--- src/rtl/corr_pkg.sv ---
package corr_pkg;
    localparam int GAUSS_W   = 8;
    localparam int LUT_DEPTH = 64;
    localparam int LUT_AW    = 6;

    typedef enum logic [1:0] {
        ST_IDLE  = 2'd0,
        ST_TRACK = 2'd1,
        ST_FLAG  = 2'd2
    } trk_state_t;
endpackage

--- src/rtl/corr_gauss_stage.sv ---
module corr_gauss_stage import corr_pkg::*; #(
    parameter int PIX_W = 16,
    parameter int NTAPS = 9
) (
    input  logic                       clk,
    input  logic                       rst_n,
    input  logic                       in_valid,
    input  logic                       in_sof,
    input  logic [NTAPS*PIX_W-1:0]     win_pix,
    input  logic [NTAPS*PIX_W-1:0]     kern_pix,
    input  logic                       tbl_we,
    input  logic [LUT_AW-1:0]          tbl_addr,
    input  logic [GAUSS_W-1:0]         tbl_data,
    input  logic                       tbl_lock,
    output logic                       g_valid,
    output logic                       g_sof,
    output logic [NTAPS*GAUSS_W-1:0]   g_flat
);
    logic [GAUSS_W-1:0] lut [LUT_DEPTH];
    logic [PIX_W-1:0]   diff_c [NTAPS];
    logic [PIX_W-1:0]   diff_q [NTAPS];
    logic               far_q  [NTAPS];
    logic               v1, s1;

    // weight table, writable only outside a tracked frame
    always_ff @(posedge clk or negedge rst_n) begin
        if (!rst_n) begin
            for (int i = 0; i < LUT_DEPTH; i++) lut[i] <= '0;
        end else if (tbl_we && !tbl_lock) begin
            lut[tbl_addr] <= tbl_data;
        end
    end

    always_comb begin
        for (int t = 0; t < NTAPS; t++) begin
            if (win_pix[t*PIX_W +: PIX_W] >= kern_pix[t*PIX_W +: PIX_W])
                diff_c[t] = win_pix[t*PIX_W +: PIX_W] - kern_pix[t*PIX_W +: PIX_W];
            else
                diff_c[t] = kern_pix[t*PIX_W +: PIX_W] - win_pix[t*PIX_W +: PIX_W];
        end
    end

    // stage 1: absolute difference and range flag
    always_ff @(posedge clk) begin
        for (int t = 0; t < NTAPS; t++) begin
            diff_q[t] <= diff_c[t];
            far_q[t]  <= (diff_c[t] >= PIX_W'(LUT_DEPTH));
        end
    end

    // stage 2: table weight, zero for out-of-range differences
    always_ff @(posedge clk) begin
        for (int t = 0; t < NTAPS; t++) begin
            g_flat[t*GAUSS_W +: GAUSS_W] <= far_q[t] ? '0 : lut[diff_q[t][LUT_AW-1:0]];
        end
    end

    always_ff @(posedge clk or negedge rst_n) begin
        if (!rst_n) begin
            v1 <= 1'b0; s1 <= 1'b0; g_valid <= 1'b0; g_sof <= 1'b0;
        end else begin
            v1 <= in_valid;     s1 <= in_valid & in_sof;
            g_valid <= v1;      g_sof <= s1;
        end
    end
endmodule

--- src/rtl/corr_sum_tree.sv ---
module corr_sum_tree #(
    parameter int NTAPS  = 9,
    parameter int IN_W   = 8,
    parameter int LEVELS = $clog2(NTAPS),
    parameter int SUM_W  = IN_W + LEVELS
) (
    input  logic                    clk,
    input  logic                    rst_n,
    input  logic                    in_valid,
    input  logic                    in_sof,
    input  logic [NTAPS*IN_W-1:0]   in_flat,
    output logic                    out_valid,
    output logic                    out_sof,
    output logic [SUM_W-1:0]        sum
);
    localparam int P    = 1 << LEVELS;
    localparam int HALF = P / 2;
    localparam int QUAR = P / 4;

    logic [SUM_W-1:0] lv0 [P];
    logic [SUM_W-1:0] tr  [LEVELS][HALF];
    logic [LEVELS-1:0] vp, sp;

    always_comb begin
        for (int j = 0; j < NTAPS; j++) lv0[j] = SUM_W'(in_flat[j*IN_W +: IN_W]);
        for (int j = NTAPS; j < P; j++) lv0[j] = '0;
    end

    always_ff @(posedge clk) begin
        for (int j = 0; j < HALF; j++) tr[0][j] <= lv0[2*j] + lv0[2*j+1];
        for (int l = 1; l < LEVELS; l++) begin
            for (int j = 0; j < QUAR; j++) begin
                if (j < (P >> (l + 1))) tr[l][j] <= tr[l-1][2*j] + tr[l-1][2*j+1];
                else                    tr[l][j] <= '0;
            end
            for (int j = QUAR; j < HALF; j++) tr[l][j] <= '0;
        end
    end

    always_ff @(posedge clk or negedge rst_n) begin
        if (!rst_n) begin
            vp <= '0; sp <= '0;
        end else begin
            vp <= {vp, in_valid};
            sp <= {sp, in_sof};
        end
    end

    assign sum       = tr[LEVELS-1][0];
    assign out_valid = vp[LEVELS-1];
    assign out_sof   = sp[LEVELS-1];
endmodule

--- src/rtl/corr_peak_tracker.sv ---
module corr_peak_tracker import corr_pkg::*; #(
    parameter int SUM_W = 12,
    parameter int ROWS  = 3,
    parameter int COLS  = 4,
    parameter int ROW_W = (ROWS > 1) ? $clog2(ROWS) : 1,
    parameter int COL_W = (COLS > 1) ? $clog2(COLS) : 1
) (
    input  logic              clk,
    input  logic              rst_n,
    input  logic              r_valid,
    input  logic              r_sof,
    input  logic [SUM_W-1:0]  r_sum,
    output logic              frame_done,
    output logic              tbl_lock,
    output logic [SUM_W-1:0]  max1_val,
    output logic [ROW_W-1:0]  max1_row,
    output logic [COL_W-1:0]  max1_col,
    output logic [SUM_W-1:0]  max2_val,
    output logic [ROW_W-1:0]  max2_row,
    output logic [COL_W-1:0]  max2_col
);
    trk_state_t state, nxt;
    logic [ROW_W-1:0] row_c, pos_row;
    logic [COL_W-1:0] col_c, pos_col;
    logic             take, at_last, row_end;
    logic [SUM_W-1:0] b1_val, b2_val;
    logic [ROW_W-1:0] b1_row;
    logic [COL_W-1:0] b1_col;

    assign take    = r_valid && (r_sof || state == ST_TRACK);
    assign pos_row = r_sof ? '0 : row_c;
    assign pos_col = r_sof ? '0 : col_c;
    assign row_end = (pos_col == COL_W'(COLS - 1));
    assign at_last = row_end && (pos_row == ROW_W'(ROWS - 1));

    // state register
    always_ff @(posedge clk or negedge rst_n) begin
        if (!rst_n) state <= ST_IDLE;
        else        state <= nxt;
    end

    // transitions: start, finish, rest
    always_comb begin
        nxt = state;
        unique case (state)
            ST_IDLE:  if (take) nxt = at_last ? ST_FLAG : ST_TRACK;
            ST_TRACK: if (take && at_last) nxt = ST_FLAG;
            ST_FLAG:  if (take) nxt = at_last ? ST_FLAG : ST_TRACK;
                      else      nxt = ST_IDLE;
            default:  nxt = ST_IDLE;
        endcase
    end

    // state-decoded outputs
    always_comb begin
        frame_done = 1'b0;
        tbl_lock   = 1'b0;
        unique case (state)
            ST_IDLE:  ;
            ST_TRACK: tbl_lock   = 1'b1;
            ST_FLAG:  frame_done = 1'b1;
            default:  ;
        endcase
    end

    // held maxima as seen by the incoming score (cleared on a frame start)
    assign b1_val = r_sof ? '0 : max1_val;
    assign b1_row = r_sof ? '0 : max1_row;
    assign b1_col = r_sof ? '0 : max1_col;
    assign b2_val = r_sof ? '0 : max2_val;

    always_ff @(posedge clk or negedge rst_n) begin
        if (!rst_n) begin
            max1_val <= '0; max1_row <= '0; max1_col <= '0;
            max2_val <= '0; max2_row <= '0; max2_col <= '0;
            row_c    <= '0; col_c    <= '0;
        end else if (take) begin
            if (r_sum > b1_val) begin
                max2_val <= b1_val; max2_row <= b1_row; max2_col <= b1_col;
                max1_val <= r_sum;  max1_row <= pos_row; max1_col <= pos_col;
            end else if (r_sum > b2_val) begin
                max1_val <= b1_val; max1_row <= b1_row; max1_col <= b1_col;
                max2_val <= r_sum;  max2_row <= pos_row; max2_col <= pos_col;
            end else if (r_sof) begin
                max1_val <= '0; max1_row <= '0; max1_col <= '0;
                max2_val <= '0; max2_row <= '0; max2_col <= '0;
            end
            if (at_last) begin
                row_c <= '0; col_c <= '0;
            end else if (row_end) begin
                row_c <= pos_row + 1'b1; col_c <= '0;
            end else begin
                row_c <= pos_row; col_c <= pos_col + 1'b1;
            end
        end
    end
endmodule

--- src/rtl/corr_top2.sv ---
module corr_top2 import corr_pkg::*; #(
    parameter int PIX_W      = 16,
    parameter int WIN_H      = 3,
    parameter int WIN_W      = 3,
    parameter int FRAME_ROWS = 3,
    parameter int FRAME_COLS = 4,
    localparam int NTAPS  = WIN_H * WIN_W,
    localparam int LEVELS = $clog2(NTAPS),
    localparam int SUM_W  = GAUSS_W + LEVELS,
    localparam int ROW_W  = (FRAME_ROWS > 1) ? $clog2(FRAME_ROWS) : 1,
    localparam int COL_W  = (FRAME_COLS > 1) ? $clog2(FRAME_COLS) : 1
) (
    input  logic                   clk,
    input  logic                   rst_n,
    input  logic                   in_valid,
    input  logic                   in_sof,
    input  logic [NTAPS*PIX_W-1:0] win_pix,
    input  logic [NTAPS*PIX_W-1:0] kern_pix,
    input  logic                   tbl_we,
    input  logic [LUT_AW-1:0]      tbl_addr,
    input  logic [GAUSS_W-1:0]     tbl_data,
    output logic                   corr_valid,
    output logic [SUM_W-1:0]       corr_out,
    output logic                   frame_done,
    output logic [SUM_W-1:0]       max1_val,
    output logic [ROW_W-1:0]       max1_row,
    output logic [COL_W-1:0]       max1_col,
    output logic [SUM_W-1:0]       max2_val,
    output logic [ROW_W-1:0]       max2_row,
    output logic [COL_W-1:0]       max2_col
);
    logic                     g_valid, g_sof, t_sof, lock;
    logic [NTAPS*GAUSS_W-1:0] g_flat;

    corr_gauss_stage #(.PIX_W(PIX_W), .NTAPS(NTAPS)) u_gauss (
        .clk(clk), .rst_n(rst_n), .in_valid(in_valid), .in_sof(in_sof),
        .win_pix(win_pix), .kern_pix(kern_pix),
        .tbl_we(tbl_we), .tbl_addr(tbl_addr), .tbl_data(tbl_data), .tbl_lock(lock),
        .g_valid(g_valid), .g_sof(g_sof), .g_flat(g_flat)
    );

    corr_sum_tree #(.NTAPS(NTAPS), .IN_W(GAUSS_W), .LEVELS(LEVELS), .SUM_W(SUM_W)) u_tree (
        .clk(clk), .rst_n(rst_n), .in_valid(g_valid), .in_sof(g_sof), .in_flat(g_flat),
        .out_valid(corr_valid), .out_sof(t_sof), .sum(corr_out)
    );

    corr_peak_tracker #(.SUM_W(SUM_W), .ROWS(FRAME_ROWS), .COLS(FRAME_COLS),
                        .ROW_W(ROW_W), .COL_W(COL_W)) u_track (
        .clk(clk), .rst_n(rst_n), .r_valid(corr_valid), .r_sof(t_sof), .r_sum(corr_out),
        .frame_done(frame_done), .tbl_lock(lock),
        .max1_val(max1_val), .max1_row(max1_row), .max1_col(max1_col),
        .max2_val(max2_val), .max2_row(max2_row), .max2_col(max2_col)
    );
endmodule

--- config.mk ---
export PLATFORM = sky130hd
export DESIGN_NAME = corr_top2
export DESIGN_NICKNAME = d
export VERILOG_FILES = /design/src/rtl/corr_pkg.sv /design/src/rtl/corr_gauss_stage.sv /design/src/rtl/corr_sum_tree.sv /design/src/rtl/corr_peak_tracker.sv /design/src/rtl/corr_top2.sv
export SDC_FILE = /design/constraint.sdc
export NUM_CORES = 2
export LEC_CHECK = 0
export BUFFER_PORTS_ARGS = -buffer_cell sky130_fd_sc_hd__buf_2
export CAP_MARGIN = 20
export CORE_MARGIN = 1
export CORE_UTILIZATION = 45
export CTS_CLUSTER_SIZE = 14
export DETAILED_ROUTE_END_ITERATION = 16
export PLACE_DENSITY = 0.69
export SYNTH_ARGS = -nofsm -noshare
export SYNTH_HDL_FRONTEND = slang
export SYNTH_SLANG_ARGS = --single-unit
--- constraint.sdc ---
create_clock -name clk -period 4.3 [get_ports clk]
set_input_delay 0.645 -clock clk [delete_from_list [all_inputs] [get_ports clk]]
set_output_delay 0.645 -clock clk [all_outputs]
set_load 0.02 [all_outputs]
; After elaboration in Yosys (flattened, before gate mapping)
; Memories as Yosys holds them, arrays and structs flattened.
; Cells that the tools add are included.
[totals]
mem_bits_rw = 377
regBits = 634
inputBits = 307
mem_count = 3
output_inout_bits = 46
[classes]
addsub = 31
reduce_logical = 11
n_bitwise = 11
order_cmp = 31
n_mux = 66
n_eq_ne = 6
[mem_list]
columns = memory, depth, word_bits, read_ports, rd_ports_with_merged_regs, write_ports, line_no
row1 = u_tree.tr, 4, 56, 4, 0, 4, corr_sum_tree.sv:21  ; logic [SUM_W-1:0] tr [LEVELS][HALF];
row2 = u_gauss.diff_q, 9, 16, 9, 0, 9, corr_gauss_stage.sv:21  ; logic [PIX_W-1:0] diff_q [NTAPS];
row3 = u_gauss.far_q, 9, 1, 9, 0, 9, corr_gauss_stage.sv:22  ; logic far_q [NTAPS];
[op_table]
columns = cell, count
row1 = 512-bit bitwise mux, 1
row2 = 8-bit binary-select mux with 6-bit select, 9
row3 = 16-bit subtractor, 18
row4 = 8-bit 2-to-1 mux, 19
row5 = 16-bit >= comparator, 9
row6 = "16-bit by 7-bit >= comparator with 1-bit output, second input constant", 9
row7 = 16-bit 2-to-1 mux, 9
row8 = "7-bit >= comparator, second input constant", 10
row9 = 6-bit inverter with 7-bit output, 10
row10 = 12-bit adder, 5
row11 = 12-bit 2-to-1 mux, 5
row12 = 8-bit demux with 6-bit select, 1
row13 = 2-bit 2-to-1 mux, 19
row14 = 8-bit by 8-bit adder with 9-bit output, 4
row15 = 12-bit greater-than comparator, 2
row16 = "12-bit adder, both inputs constant", 1
row17 = "12-bit adder, second input constant", 1
row18 = "7-bit by 1-bit < comparator with 1-bit output, second input constant", 1
row19 = "2-bit == test, second input constant", 3
row20 = 2-bit one-hot mux with 3 select lines, 1
row21 = 1-bit logical AND, 5
row22 = "2-bit by 1-bit adder with 2-bit output, second input constant", 2
row23 = 2-bit AND reduction, 2
row24 = 3-bit nonzero test, 1
row25 = other kinds (8), 9

; Longest topological paths before layout
[depth]
ltp_word = 6
mapped_depth = 15
mapped_depth_nobuf = 13

; Hierarchy
; A second synthesis with hierarchy kept.
[hier_totals]
cells_unflattened = 6119
hier_area_um2 = 79875.4
[modules_own_cells]
columns = mod, area_per_inst_um2, cells_each, n_inst, seq_area_each_um2
row1 = corr_gauss_stage, 72346.9, 5409, 1, 15615.0
row2 = corr_sum_tree, 4942.2, 444, 1, 2262.2
row3 = corr_peak_tracker, 2586.2, 266, 1, 950.9

; Worst setup path after synthesis
; Ideal clock, no wire load.
[synth_timing]
path_type = input to register
start = in win_pix[128]
end = mem u_gauss.far_q[8][0], in the netlist u_gauss.far_q[0][8]
setup_time_ns = 0.134
t_arrival_ns = 3.541
path_buffers = 1
setup_slack_ns = 0.625
cell_stages = 13
cell_sequence = inv_1 ha_1 fa_1 and2b_1 o31ai_1 a2111oi_0 nor3b_1 o21ai_0 buf_2 mux2_2 o211ai_1 xor2_1 or4_1
[synth_lines]
columns = element, line_no
row1 = "start, declared", corr_top2.sv:17  ; input logic [NTAPS*PIX_W-1:0] win_pix,
row2 = "end, declared", corr_gauss_stage.sv:22

; Final worst setup path
[layout_timing]
start = reg u_track.state[1]
end = reg u_gauss.lut[293] in the netlist's numbering
[layout_between]
elab_chain_cells = 4
[layout_lines]
columns = element, line_no
row1 = "start, declared", corr_peak_tracker.sv:22  ; trk_state_t state, nxt;
row2 = "start signal, assigned", corr_peak_tracker.sv:39  ; else state <= nxt;
row3 = 2-bit by 1-bit == test with 1-bit output, corr_peak_tracker.sv:58  ; unique case (state)
row4 = 1-bit 2-to-1 mux, corr_peak_tracker.sv:58
row5 = 1-bit logical NOT, corr_gauss_stage.sv:29  ; end else if (tbl_we && !tbl_lock) begin
row6 = 1-bit logical AND, corr_gauss_stage.sv:29
row7 = "end signal, assigned by index", corr_gauss_stage.sv:30  ; lut[tbl_addr] <= tbl_data;
row8 = "end, declared", corr_gauss_stage.sv:19  ; logic [GAUSS_W-1:0] lut [LUT_DEPTH];
; Every way passes these cells.
; A chain may end at the register's enable or synchronous reset.

==> impl_metrics.json <==
{
  "min_path_type": "in -> reg",
  "finalCritPeriodShare_pct": 77.3,
  "vias_per_cell": 7.31,
  "fin_cells": 8599,
  "cts_setup_buffers": 0,
  "crit_chain": "nand2b_1 -> and3_1 -> nand2_1 -> nor2_2 -> mux2_2",
  "place_area_mm2": 0.0843,
  "synth_simple_gate_area_share_pct": 5.12,
  "peakVddDrop_mv": 0.296,
  "synth_area_mm2": 0.0791,
  "placeableCoreArea_mm2": 0.174,
  "drive_gt1_share_pct": 45.7,
  "synth.most_common_cell": "mux4_2",
  "total_power_mw": 28.0,
  "tightest_slew_ns": 1.38,
  "die-area_mm2": 0.177,
  "post_synth_num_cell_types": 92,
  "wire_per_inst_um": 34.4,
  "root_buffer": "clkbuf_16",
  "overflow": 0,
  "dp_slack_ns": 0.330,
  "clkSinkCount": 800,
  "synthTopCellsByCount": "mux4_2, dfrtp_1, mux2_2",
  "synth_compound_area_share_pct": 6.95,
  "critPathKind": "reg -> reg",
  "fillCellCount": 14800,
  "drt_iter0_drc": 9474,
  "start_util_pct": 45.4,
  "rsz0062_at_grt": "false",
  "synth_fa_ha_area_share_pct": 6.56,
  "hold_viol": 0,
  "ctsHtreeMaxLevel": 3,
  "syn_inst": 6016,
  "end_kind": "flop",
  "num_io_pins": 353,
  "leakage_nw": 36.3,
  "postCtsResizedCells": 0,
  "status": "completed",
  "design_area_mm2": 0.0879,
  "slowest_delay_ns": 1.17,
  "io_buffers": 352,
  "postSynthNetCount": 6722,
  "dp_cells": 8381,
  "yosys.area.top_type": "mux4_2",
  "cts_tree": "built",
  "globalplace.congestion": 1.08,
  "setup_viol": 0,
  "muxShareOfSynthArea_pct": 51.2,
  "clk_latency_ns": 0.79,
  "synth_edf_count": 0,
  "maxCapViolCount": 0,
  "drcViolationCount": 0,
  "multi_input_area_mm2": 0.0568,
  "nets": 6870,
  "cts_buffers": 95,
  "synth_flop_cell": "dfrtp_1",
  "clockBufferDepth": 3,
  "regArea_mm2": 0.0189,
  "synth-xor-area-share_pct": 1.94,
  "postRouteWirelength_um": 296000,
  "crit_path_max_fanout": 8,
  "grt_antenna_before_repair": 61,
  "cp_slowest_cell": "nor2_2",
  "grt_pass1_vias": 61000,
  "grt_max_degree": 80,
  "syn_area_per_cell_um2": 13.1,
  "first_pass_iters": 8,
  "slew_violations": 0,
  "fmax_mhz": 301,
  "die_h_um": 421,
  "area_delta_synth_final_pct": 11.2,
  "num_rows": 153,
  "hpwl_um": 203000,
  "ys_warn_count": 0,
  "setup_ws_ns": 0.976,
  "required_ns": 4.95,
  "grt_use_total_pct": 33.1,
  "vias": 62900,
  "worstPathArrival_ns": 3.98,
  "yosys.area.top_type_share_pct": 43.1,
  "async_reset_ff_share_pct": 70.3,
  "slew_headroom_pct": 7.60,
  "seq_area_frac_synth_pct": 23.8,
  "clk_pin_slew_ns": 0.06,
  "start_kind": "flop",
  "synth_top_family_by_area": "multiplexers",
  "fin_crit_ns": 3.32,
  "die_w_um": 421,
  "power_density_mw_per_mm2": 319,
  "grt_pass1_wl_um": 432000,
  "setup_tns_ns": 0,
  "clock_skew_ns": 0.0668,
  "synth_area_leaders": "mux4_2, dfrtp_1, mux2_2, dfxtp_1, ha_1",
  "ys_ff_latch": 800,
  "ant_nets": 0
}
-- path summary, 6_finish.rpt --
check | cells after the start | slack, ns | to | start
max in group asynchronous | 4 | 2.72 | u_gauss.lut[171] | rst_n
worst min-delay path | 2 | 0.13 | u_gauss.s1 | in_sof
worst min register to register | 0 | 0.31 | u_tree.tr[1][24] | u_tree.tr[0][4]
worst max-delay path | 5 | 0.98 | u_gauss.lut[293] | u_track.state[1]
min in group asynchronous | 2 | 0.51 | u_gauss.lut[401] | rst_n
worst max register to register | 5 | 0.98 | u_gauss.lut[293] | u_track.state[1]
-- flip-flops by register name, indices dropped and copies added (netlist names), 2 cells and up --
signal / flops
u_track.max2_row: 2
u_tree.tr: 103
u_gauss.lut: 512
u_track.max2_val: 12
u_track.row_c: 2
u_gauss.g_flat: 72
u_gauss.far_q: 9
u_track.max2_col: 2
u_gauss.diff_q: 54
u_track.max1_row: 2
u_track.state: 2
u_track.max1_col: 2
u_tree.sp: 4
u_tree.vp: 4
u_track.col_c: 2
u_track.max1_val: 12
-- cell usage in the layout, fill, tap and decap left out, drive strengths merged, types with 39 or more instances in the layout --
cell / instances
buf: 550
clkbuf: 129
o21a: 39
ha: 373
mux2: 527
nand4: 42
inv: 425
xor2: 64
nand2: 159
nand2b: 56
nor3: 55
mux2i: 47
a21o: 97
dfxtp: 238
xnor2: 111
a31oi: 42
o21ai: 184
dfrtp: 562
nor2: 198
mux4: 1512
nor2b: 127
a21oi: 247
-- cell families after synthesis --
family,count (synthesis)
AOI/OAI and AO/OA,848
xor gates and xnor gates,175
adders and majority gates,399
buffers and inverters,922
DFF,800
muxes,2086
and+or+nand+nor,786
-- through the flow --
| stage | utilization [%] | hold slack, ns |
|---|---|---|
| floorplan | - | 0.310 |
| global placement | 48.4 | 0.311 |
| detailed placement | 48.4 | 0.312 |
| CTS | 50.3 | 0.0959 |
| global route | 50.4 | 0.124 |
| finish | 50.5 | 0.129 |
-- power by group --
| group | switching, mW | internal (mW) | leakage, nW |
|---|---|---|---|
| Sequential | 2.10 | 7.83 | 9.69 |
| Combinational | 5.00 | 4.46 | 25.0 |
| Clock | 3.74 | 4.88 | 1.61 |
| Total | 10.8 | 17.2 | 36.3 |
-- final cells by class --
cell class,count,share of cell area [%]
diodes,27,0.0769
clock buffers,128,3.10
clock inverters,52,0.682
inverters,420,1.79
multi-input cells,4294,64.7
flip-flops and latches,800,21.6
well taps,2325,3.31
repair buffers,553,4.82
-- what timing repair did --
| item | 4_1_cts | 5_1_grt |
|---|---|---|
| hold buffers | 2 | 0 |
| endpoints found under the setup margin | 0 | 0 |
| hold endpoints to repair | 64 | 0 |
-- worst max-delay path: cells and delay by family, from the launching register on --
kind             cells  cell delay (ns)
DFF                  1             0.36
muxes                1             0.43
and+or+nand+nor      4             2.39
-- per-layer routing --
layer / GRT usage [%] / routed length, um / vias up
li1: - / - / 24600
met1: 39.7 / 97800 / 31500
met2: 46.5 / 125000 / 5475
met3: 17.7 / 49700 / 1324
met4: 20.8 / 23200 / 58
met5: 0.457 / 502 / -
(Power assumes the default switching activity.)
